[src/rtl/rxf_pkg.sv]
package rxf_pkg;
   typedef enum logic [2:0] {
      FC_PROPER = 3'd0,
      FC_UNDER  = 3'd1,
      FC_OVER   = 3'd2,
      FC_PAUSE  = 3'd3,
      FC_VLAN   = 3'd4,
      FC_ERROR  = 3'd5
   } fclass_e;

   localparam logic [15:0] ETYPE_VLAN  = 16'h8100;
   localparam logic [15:0] ETYPE_PAUSE = 16'h8808;
endpackage

[src/rtl/rxf_hash.sv]
module rxf_hash #(
   parameter int ADDR_W = 48,
   parameter int HASH_W = 6
) (
   input  logic [ADDR_W-1:0] addr,
   output logic [HASH_W-1:0] idx
);
   localparam int TAPS = ADDR_W / HASH_W;

   if (ADDR_W % HASH_W != 0) begin : g_bad_width
      $error("rxf_hash: ADDR_W must be a multiple of HASH_W");
   end

   for (genvar i = 0; i < HASH_W; i++) begin : g_bit
      logic [TAPS-1:0] taps;
      for (genvar k = 0; k < TAPS; k++) begin : g_tap
         assign taps[k] = addr[i + k*HASH_W];
      end
      assign idx[i] = ^taps;
   end
endmodule

[src/rtl/rxf_size_class.sv]
module rxf_size_class
   import rxf_pkg::*;
#(
   parameter int LEN_W   = 16,
   parameter int MIN_LEN = 64
) (
   input  logic [LEN_W-1:0] byte_count,
   input  logic [LEN_W-1:0] max_len,
   input  logic [15:0]      len_type,
   input  logic             frame_err,
   output fclass_e          cls
);
   localparam logic [LEN_W-1:0] MIN_L = LEN_W'(MIN_LEN);

   if (MIN_LEN >= (1 << LEN_W)) begin : g_bad_min
      $error("rxf_size_class: MIN_LEN does not fit in LEN_W");
   end

   always_comb begin
      if (frame_err)                  cls = FC_ERROR;
      else if (byte_count < MIN_L)    cls = FC_UNDER;
      else if (byte_count > max_len)  cls = FC_OVER;
      else if (len_type == ETYPE_PAUSE) cls = FC_PAUSE;
      else if (len_type == ETYPE_VLAN)  cls = FC_VLAN;
      else                            cls = FC_PROPER;
   end
endmodule

[src/rtl/rxf_addr_match.sv]
module rxf_addr_match #(
   parameter int NUM    = 4,
   parameter int ADDR_W = 48,
   parameter int CHAN_W = 3
) (
   input  logic [ADDR_W-1:0]     da,
   input  logic [NUM*ADDR_W-1:0] tab_addr,
   input  logic [NUM*CHAN_W-1:0] tab_chan,
   input  logic [NUM-1:0]        tab_valid,
   input  logic [(1<<CHAN_W)-1:0] chan_en,
   output logic                  hit,
   output logic [CHAN_W-1:0]     hit_chan
);
   if (NUM < 1) begin : g_bad_num
      $error("rxf_addr_match: NUM must be at least 1");
   end

   logic [NUM-1:0]    cand;
   logic [CHAN_W-1:0] ech [NUM];

   for (genvar k = 0; k < NUM; k++) begin : g_entry
      assign ech[k]  = tab_chan[k*CHAN_W +: CHAN_W];
      assign cand[k] = tab_valid[k] && (tab_addr[k*ADDR_W +: ADDR_W] == da)
                       && chan_en[ech[k]];
   end

   always_comb begin
      hit      = |cand;
      hit_chan = '0;
      for (int k = NUM-1; k >= 0; k--) begin
         if (cand[k]) hit_chan = ech[k];
      end
   end
endmodule

[src/rtl/rxf_filter.sv]
module rxf_filter
   import rxf_pkg::*;
#(
   parameter int NUM_UCAST   = 4,
   parameter int ADDR_W      = 48,
   parameter int CHAN_W      = 3,
   parameter int HASH_W      = 6,
   parameter int LEN_W       = 16,
   parameter int MIN_LEN     = 64,
   parameter int MAX_LEN_RST = 1518,
   localparam int NUM_CHAN   = 1 << CHAN_W,
   localparam int TBL_W      = 1 << HASH_W,
   localparam int HALF_W     = TBL_W / 2
) (
   input  logic                        clk,
   input  logic                        rst_n,
   input  logic                        hdr_valid,
   input  logic [ADDR_W-1:0]           dest_addr,
   input  logic [15:0]                 len_type,
   input  logic [15:0]                 vlan_tci,
   input  logic [LEN_W-1:0]            byte_count,
   input  logic                        frame_err,
   input  logic [NUM_UCAST*ADDR_W-1:0] ucast_addr,
   input  logic [NUM_UCAST*CHAN_W-1:0] ucast_chan,
   input  logic [NUM_UCAST-1:0]        ucast_valid,
   input  logic [NUM_CHAN-1:0]         ucast_chan_en,
   input  logic [HALF_W-1:0]           hash_lo,
   input  logic [HALF_W-1:0]           hash_hi,
   input  logic                        mcast_en,
   input  logic [CHAN_W-1:0]           mcast_chan,
   input  logic                        bcast_en,
   input  logic [CHAN_W-1:0]           bcast_chan,
   input  logic                        promisc_en,
   input  logic [CHAN_W-1:0]           promisc_chan,
   input  logic                        max_len_wr,
   input  logic [LEN_W-1:0]            max_len_wdata,
   output logic                        out_valid,
   output logic                        accept,
   output logic [CHAN_W-1:0]           chan,
   output logic [2:0]                  fclass,
   output logic [2:0]                  vlan_prio,
   output logic                        filtered
);
   if (MAX_LEN_RST >= (1 << LEN_W) || MAX_LEN_RST < MIN_LEN) begin : g_bad_max
      $error("rxf_filter: MAX_LEN_RST out of range");
   end

   logic [LEN_W-1:0]  max_len_q;
   logic [HASH_W-1:0] hidx;
   logic [TBL_W-1:0]  tbl;
   logic              uc_hit;
   logic [CHAN_W-1:0] uc_chan;
   fclass_e           cls;
   logic              addr_ok, class_ok, acc_d;
   logic [CHAN_W-1:0] dch;

   always_ff @(posedge clk) begin
      if (!rst_n)          max_len_q <= LEN_W'(MAX_LEN_RST);
      else if (max_len_wr) max_len_q <= max_len_wdata;
   end

   rxf_hash #(.ADDR_W(ADDR_W), .HASH_W(HASH_W)) u_hash (
      .addr(dest_addr), .idx(hidx));

   rxf_addr_match #(.NUM(NUM_UCAST), .ADDR_W(ADDR_W), .CHAN_W(CHAN_W)) u_match (
      .da(dest_addr), .tab_addr(ucast_addr), .tab_chan(ucast_chan),
      .tab_valid(ucast_valid), .chan_en(ucast_chan_en),
      .hit(uc_hit), .hit_chan(uc_chan));

   rxf_size_class #(.LEN_W(LEN_W), .MIN_LEN(MIN_LEN)) u_size (
      .byte_count(byte_count), .max_len(max_len_q), .len_type(len_type),
      .frame_err(frame_err), .cls(cls));

   assign tbl = {hash_hi, hash_lo};

   always_comb begin
      addr_ok = 1'b0;
      dch     = '0;
      if (&dest_addr) begin
         if (bcast_en) begin addr_ok = 1'b1; dch = bcast_chan; end
      end else if (dest_addr[0]) begin
         if (mcast_en && tbl[hidx]) begin addr_ok = 1'b1; dch = mcast_chan; end
      end else if (uc_hit) begin
         addr_ok = 1'b1;
         dch     = uc_chan;
      end
      if (!addr_ok && promisc_en) begin
         addr_ok = 1'b1;
         dch     = promisc_chan;
      end
      class_ok = (cls == FC_PROPER) || (cls == FC_VLAN);
      acc_d    = hdr_valid && addr_ok && class_ok;
   end

   always_ff @(posedge clk) begin
      if (!rst_n) begin
         out_valid <= 1'b0;
         accept    <= 1'b0;
         chan      <= '0;
         fclass    <= FC_PROPER;
         vlan_prio <= '0;
         filtered  <= 1'b0;
      end else begin
         out_valid <= hdr_valid;
         accept    <= acc_d;
         chan      <= acc_d ? dch : '0;
         fclass    <= hdr_valid ? cls : FC_PROPER;
         vlan_prio <= (hdr_valid && cls == FC_VLAN) ? vlan_tci[15:13] : 3'd0;
         filtered  <= hdr_valid && !addr_ok;
      end
   end

   // Assertions
   assert_out_follows_R1: assert property (@(posedge clk) disable iff (!rst_n)
      hdr_valid |=> out_valid);
   assert_out_idle_R1: assert property (@(posedge clk) disable iff (!rst_n)
      !hdr_valid |=> (!out_valid && !accept && !filtered));
   assert_filtered_drop_R5: assert property (@(posedge clk) disable iff (!rst_n)
      filtered |-> (out_valid && !accept));
   assert_chan_zero_R5: assert property (@(posedge clk) disable iff (!rst_n)
      !accept |-> (chan == '0));
   assert_under_drop_R6: assert property (@(posedge clk) disable iff (!rst_n)
      (out_valid && fclass == FC_UNDER) |-> !accept);
   assert_maxlen_hold_R7: assert property (@(posedge clk) disable iff (!rst_n)
      !max_len_wr |=> $stable(max_len_q));
   assert_pause_drop_R8: assert property (@(posedge clk) disable iff (!rst_n)
      (out_valid && fclass == FC_PAUSE) |-> !accept);
   assert_prio_zero_R9: assert property (@(posedge clk) disable iff (!rst_n)
      (fclass != FC_VLAN) |-> (vlan_prio == 3'd0));
   assert_err_drop_R10: assert property (@(posedge clk) disable iff (!rst_n)
      (hdr_valid && frame_err) |=> (fclass == FC_ERROR && !accept));
endmodule

[config.mk]
export PLATFORM = sky130hd
export DESIGN_NAME = rxf_filter
export DESIGN_NICKNAME = d
export VERILOG_FILES = /design/src/rtl/rxf_pkg.sv /design/src/rtl/rxf_hash.sv /design/src/rtl/rxf_size_class.sv /design/src/rtl/rxf_addr_match.sv /design/src/rtl/rxf_filter.sv
export SDC_FILE = /design/constraint.sdc
export NUM_CORES = 1
export LEC_CHECK = 0
export BUFFER_PORTS_ARGS = -buffer_cell sky130_fd_sc_hd__buf_2
export CAP_MARGIN = 10
export CORE_AREA = 2 2 164 166
export CTS_BUF_LIST = sky130_fd_sc_hd__clkbuf_8 sky130_fd_sc_hd__clkbuf_16
export CTS_CLUSTER_SIZE = 24
export DETAILED_ROUTE_END_ITERATION = 7
export DIE_AREA = 0 0 166 168
export PLACE_DENSITY = 0.56
export SLEW_MARGIN = 20
export SYNTH_ARGS = -nofsm -noshare
export SYNTH_HDL_FRONTEND = slang
export SYNTH_SLANG_ARGS = --single-unit
[constraint.sdc]
create_clock -name clk -period 7.6 [get_ports clk]
set_input_delay 0.38 -clock clk [delete_from_list [all_inputs] [get_ports clk]]
set_output_delay 0.38 -clock clk [all_outputs]
set_load 0.005 [all_outputs]
# Yosys cells after proc, flatten, opt, wreduce, memory -nomap -nowiden
# Index checks and enable logic that the tools add are counted.
[classes]
n_lt_le_gt_ge = 7
n_mux = 31
reduce_logical = 29
eq_ne = 7
[op_table]
columns = ["cell", "count"]
rows = [
  ["$eq 48x48->1", 4],
  ["$reduce_and 48->1", 1],
  ["$reduce_xor 8->1", 6],
  ["$mux 3", 15],
  ["$eq 16x16->1 const B", 2],
  ["$gt 16x16->1", 1],
  ["$lt 16x7->1 const B", 1],
  ["$lt 3x4->1 const B", 4],
  ["$logic_and 1x1->1", 14],
  ["$bmux 1 s3", 4],
  ["$mux 1", 11],
  ["$lt 6x7->1 const B", 1],
  ["$bmux 1 s6", 1],
  ["$reduce_and 2->1", 3],
  ["$reduce_or 4->1", 1],
  ["$eq 3x3->1 const B", 1],
  ["$logic_not 3->1", 1],
  ["$logic_not 1->1", 2],
  ["$logic_or 1x1->1", 1],
]
[totals]
inputBits = 409
output_inout_bits = 12
register_bits = 28

# Logic depth before layout (Yosys ltp)
[logic_depth]
ltp_word = 13
mapped_depth = 12
depth_no_buf = 12

# Cells and area by module
# Synthesis repeated with hierarchy kept, for this count alone.
[hier_totals]
hier_cells = 640
area_unflattened_um2 = 5311.3
[modules_own_cells]
columns = ["mod", "cells_each", "seq_area_each_um2", "area_per_inst_um2", "n_inst"]
rows = [
  ["rxf_addr_match", 345, 0.0, 2632.5, 1],
  ["rxf_filter", 178, 560.5, 1749.2, 1],
  ["rxf_size_class", 75, 0.0, 561.8, 1],
  ["rxf_hash", 42, 0.0, 367.9, 1],
]

# Least setup slack after synthesis
# OpenSTA, ideal clock, no wires.
[synth_path]
path_kind = "input to register"
start = "in dest_addr[18]"
end = "reg chan[1]"
arrival_time_ns = 3.064
required_ns = 7.473
stages = 11
setup_slack_ns = 4.409
setup_ns = 0.127
path_buffers = 1
path_cell_list = "buf_4 > xnor2_2 > xnor2_4 > xnor2_4 > mux4_1 > mux2i_1 > nor3b_1 > or4_4 > and4b_4 > a211oi_1 > nor3_1"
[synth_via]
elab_chain_len = 13
[synth_rtl]
columns = ["element", "line", "source"]
rows = [
  ["start, declared", "rxf_filter.sv:18", "input logic [ADDR_W-1:0] dest_addr,"],
  ["$reduce_xor 8->1 or $eq 48x48->1 (tied branches)", "rxf_hash.sv:19, rxf_addr_match.sv:23", ""],
  ["$bmux 1 s6 or $logic_and 1x1->1 (tied branches)", "rxf_filter.sv:82, rxf_addr_match.sv:23", ""],
  ["$mux 1 (implied by the code) or $logic_and 1x1->1 (tied branches)", "rxf_filter.sv:82, rxf_addr_match.sv:24", ""],
  ["$logic_and 1x1->1 or $reduce_or 4->1 (tied branches)", "rxf_filter.sv:82, rxf_addr_match.sv:28", ""],
  ["$mux 1 (on tied branches)", "rxf_filter.sv:82, rxf_filter.sv:83", ""],
  ["$mux 1", "rxf_filter.sv:81", "end else if (dest_addr[0]) begin"],
  ["$mux 1", "rxf_filter.sv:79", "if (&dest_addr) begin"],
  ["$logic_not 1->1", "rxf_filter.sv:87", "if (!addr_ok && promisc_en) begin"],
  ["$logic_and 1x1->1", "rxf_filter.sv:87", ""],
  ["$mux 1", "rxf_filter.sv:87", ""],
  ["$logic_and 1x1->1 (2 in a row)", "rxf_filter.sv:92", "acc_d = hdr_valid && addr_ok && class_ok;"],
  ["$reduce_and 2->1 (no source line)", "n/a", ""],
  ["end signal, assigned", "rxf_filter.sv:106", "chan <= acc_d ? dch : '0;"],
  ["end, declared", "rxf_filter.sv:39", "output logic [CHAN_W-1:0] chan,"],
]
# Parallel ways exist; a longest one is shown, timed or not. The select of a mux whose other input is x is not followed.
# A chain may end at the register's enable or synchronous reset.

# Final worst setup path
[layout_path]
start = "in dest_addr[0]"
end = "reg chan[2]"
# Same word-level chain as after synthesis.

==> metrics list <==
- Result of the run: completed
- In the final layout, the share of cells above drive strength 1 is 38.5%.
- Slew at the pin closest to its max-slew limit: 849 ps
- Number of nets in the finished design: 1600
- Clk_lat worst skew: 260 ps
* Period minus WS final: 3730 ps
- Fill cells in the final layout number 2892.
- Across the run, the number of max-cap violations was 0.
- Number of global-route vias before repair: 8046
* Final number of hold-violating endpoints: 0
- The mapped netlist covers 6450 um2.
* Placeable core region: 26400 um2
- Nets in the synthesized netlist: 1242
* Number of DRC violations after detailed routing: 0
- The first detailed-routing pass ran for 5 iterations.
- During synthesis, Yosys emitted a total of 0 warnings.
- The die covers 27900 um2.
- In the final routed layout, each cell accounts on average for 23.7 um.
- Post-route clock period utilization: 49.0%
- At the worst endpoint, the required time is 7740 ps.
- Among all stages on the critical path, the largest delay is contributed by mux4_1.
* Pin count of the biggest net entering global routing: 25
* Post-layout instance count excluding filler cells: 1516
- For this run, asynchronously set or reset flops after synthesis account for 0%.
* Global Route Usage Sum: 24.3%
- Slew Viols, Final: 0
- Synthesis produced 817 cells.
- The worst pin sits at a relative slew slack of 43.0%.
- Power density over cell area: 113 nW/um2
- The routed layout has 7922 vias.
- After detailed routing, the number of vias per cell comes to 5.23.
* I/O pin count: 421
- The die is 168 um tall.
- Synth unique cells: 66
* Startpoint-to-endpoint class of the critical path: in -> reg
- The share of the Yosys chip area taken by registers is 8.69%.
* Number of synthesized flops with an enable pin: 0
- After global routing the overflow that remains totals 0.
- Row generation in the floorplan step produced 60 rows.
- Root buffer selected by CTS: clkbuf_16
- TritonCTS sink count: 28
- Synth Area per Inst: 7.89 um2
- WP data arrival: 3870 ps
- Number of buffers inserted during clock tree synthesis: 3
- H-tree depth reported by CTS: 1
* Clock transition at the registers of the reported paths: 70 ps
- Wire length of the first global-routing pass: 50800 um
- Setup repair after global routing left no endpoint under its margin.
- Routed Wire Length: 35900 um
- No sink is reached through more buffers than the 2 on the longest clock path.
- Class of the tightest hold or removal check: in -> reg
- Along the worst path, the maximum fanout reaches 19.
- Achievable clock frequency: 0.268 GHz
* Die Span X: 166 um
- Kind of start point of the critical path: input port
* Final setup violation count: 0
* Prevailing post-synth register cell: dfxtp_1
- In this run, the number of DRC markers left after iteration 0 of detailed routing was 544.
- TritonCTS built the clock tree.
* Total instance count after detailed placement: 1511
- The detail route stage leaves a number of antenna-violating nets equal to 0.
- Worst IR drop on VDD: 98.6 uV
- Leakage power total: 3.76 nW
- After synthesis the netlist holds a flip-flop and latch count of 28.
- For the final database, setup skew stands at 4.06 ps.
- In this run the post-CTS setup repair buffer count came out at 0.
- The worst setup path is captured at a flop.
* Growth of design area from synthesis to finish: 35.5%
- Once the floorplan was initialized, standard cells occupied 24.5% of the core.
- Buffers inserted to repair hold after CTS numbered 0.
- By instance count, the cell type seen most on the critical path is xnor2_4.
- The number of gates resized after CTS was 0.
* Antenna violations before repair: 2
- Largest stage delay on the critical path: 650 ps
* Final setup TNS: 0 ps
- Final weighted congestion in routability-driven placement: 1.04
* Count of port buffers added during placement: 407
* List of cells traversed by the critical path: buf_2 -> xnor2_2 -> xnor2_4 -> xnor2_4 -> mux4_1 -> mux2i_1 -> nor3b_1 -> or4_4 -> and4b_4 -> a211oi_1 -> nor3_1
* Detail Placement HPWL: 30600 um
## worst paths after layout
path / from / endpoint / slack (ps) / depth (start not counted)
hold reg to reg: max_len_q[8] / max_len_q[8] / 490 / 2
setup / recovery: dest_addr[0] / chan[2] / 3870 / 11
hold / removal: max_len_wdata[1] / max_len_q[1] / 340 / 3
setup reg to reg: max_len_q[1] / vlan_prio[1] / 5120 / 12
## cell families after synthesis
family / synth area share, %
simple gates: 31.9
xor+xnor: 28.8
buf+inv: 7.08
compound gates: 9.61
mux: 10.8
flops: 8.69
fa+ha+maj: 3.10
## metrics by stage
stage	power (W)	worst slack (ps)	hold WS [ps]	utilization, %	area [um2]
final	0.000986	3870	336	33.1	8730
after global routing	0.00105	3620	333	33.1	8730
after CTS	0.000995	3780	337	33.1	8720
after detailed placement	0.000862	3510	479	32.8	8630
after global placement	0.000861	3550	474	32.8	8630
after floorplan	0.000600	4410	459	-	6450
## synth_stat cells (9+ instances only)
master     number  area share [%]
nor2_1         25             1.5
dfxtp_1        28             8.7
o21a_1         10             1.2
mux2i_1        14             2.2
clkbuf_1       28             1.6
nand2b_1       50             4.9
ha_1           16             3.1
nand2_1        51             3.0
o2111ai_1       9             1.2
or4_1          12             1.4
mux4_2         14             4.9
nor4_1         31             3.0
nand4_1        75             7.3
xor2_1         40             5.4
xnor2_1       150              20
nor2b_1        24             2.3
nand3_1        18             1.4
nor3_1         19             1.5
inv_1          44             2.6
o211ai_1       10             1.2
buf_2          17             1.3
## registers in the layout (all words and copies together), names as in the netlist
| name | cells |
|---|---|
| filtered | 1 |
| vlan_prio | 3 |
| out_valid | 1 |
| fclass | 3 |
| max_len_q | 16 |
| chan | 3 |
| accept | 1 |
## where the power goes
part | internal, W | switching (W)
Clock | 0.0000807 | 0.0000505
Combinational | 0.000322 | 0.000377
Sequential | 0.000154 | 0.00000244
## cell type report
cell class                 count  area, um2  area share [%]
antenna                        1       2.50          0.0287
clock buffer                   4       88.8            1.02
inverter                      44        165            1.89
multi-input combinational    690       5450            62.3
sequential                    28        561            6.42
tap                          341        427            4.89
timing repair buffer         408       2040            23.4
## per-layer routing
layer  routed length [um]  GRT usage [%]
met4                 2210           13.0
met3                 2450           3.39
met2                18000           45.0
met1                13200           27.0
met5                    0              0
## worst max-delay path: cells and delay by family
kind                   cells  cell delay [ps]
AO/OA/AOI/OAI              1              290
multiplexers               2              810
XOR/XNOR                   3              990
AND/OR/NAND/NOR            4             1010
buffers and inverters      1              360
## cell usage in the layout, fill, tap and decap left out, types with 6 or more instances in the layout
cell type / count
nor2_1: 25
nand2_1: 51
nor2b_1: 24
nor3_1: 19
xnor2_1: 149
inv_1: 44
nor4b_1: 6
xor2_1: 40
a21oi_1: 8
o211ai_1: 10
o21ai_0: 8
o22ai_1: 8
dfxtp_1: 28
mux4_2: 14
ha_1: 16
buf_2: 407
o2111ai_1: 9
nand3_1: 18
mux4_1: 7
or4_1: 12
nand2b_1: 50
mux2i_1: 14
o21a_1: 10
nand4b_1: 7
nor4_1: 31
nand4_1: 75
xnor2_2: 6
(Power assumes the default switching activity.)
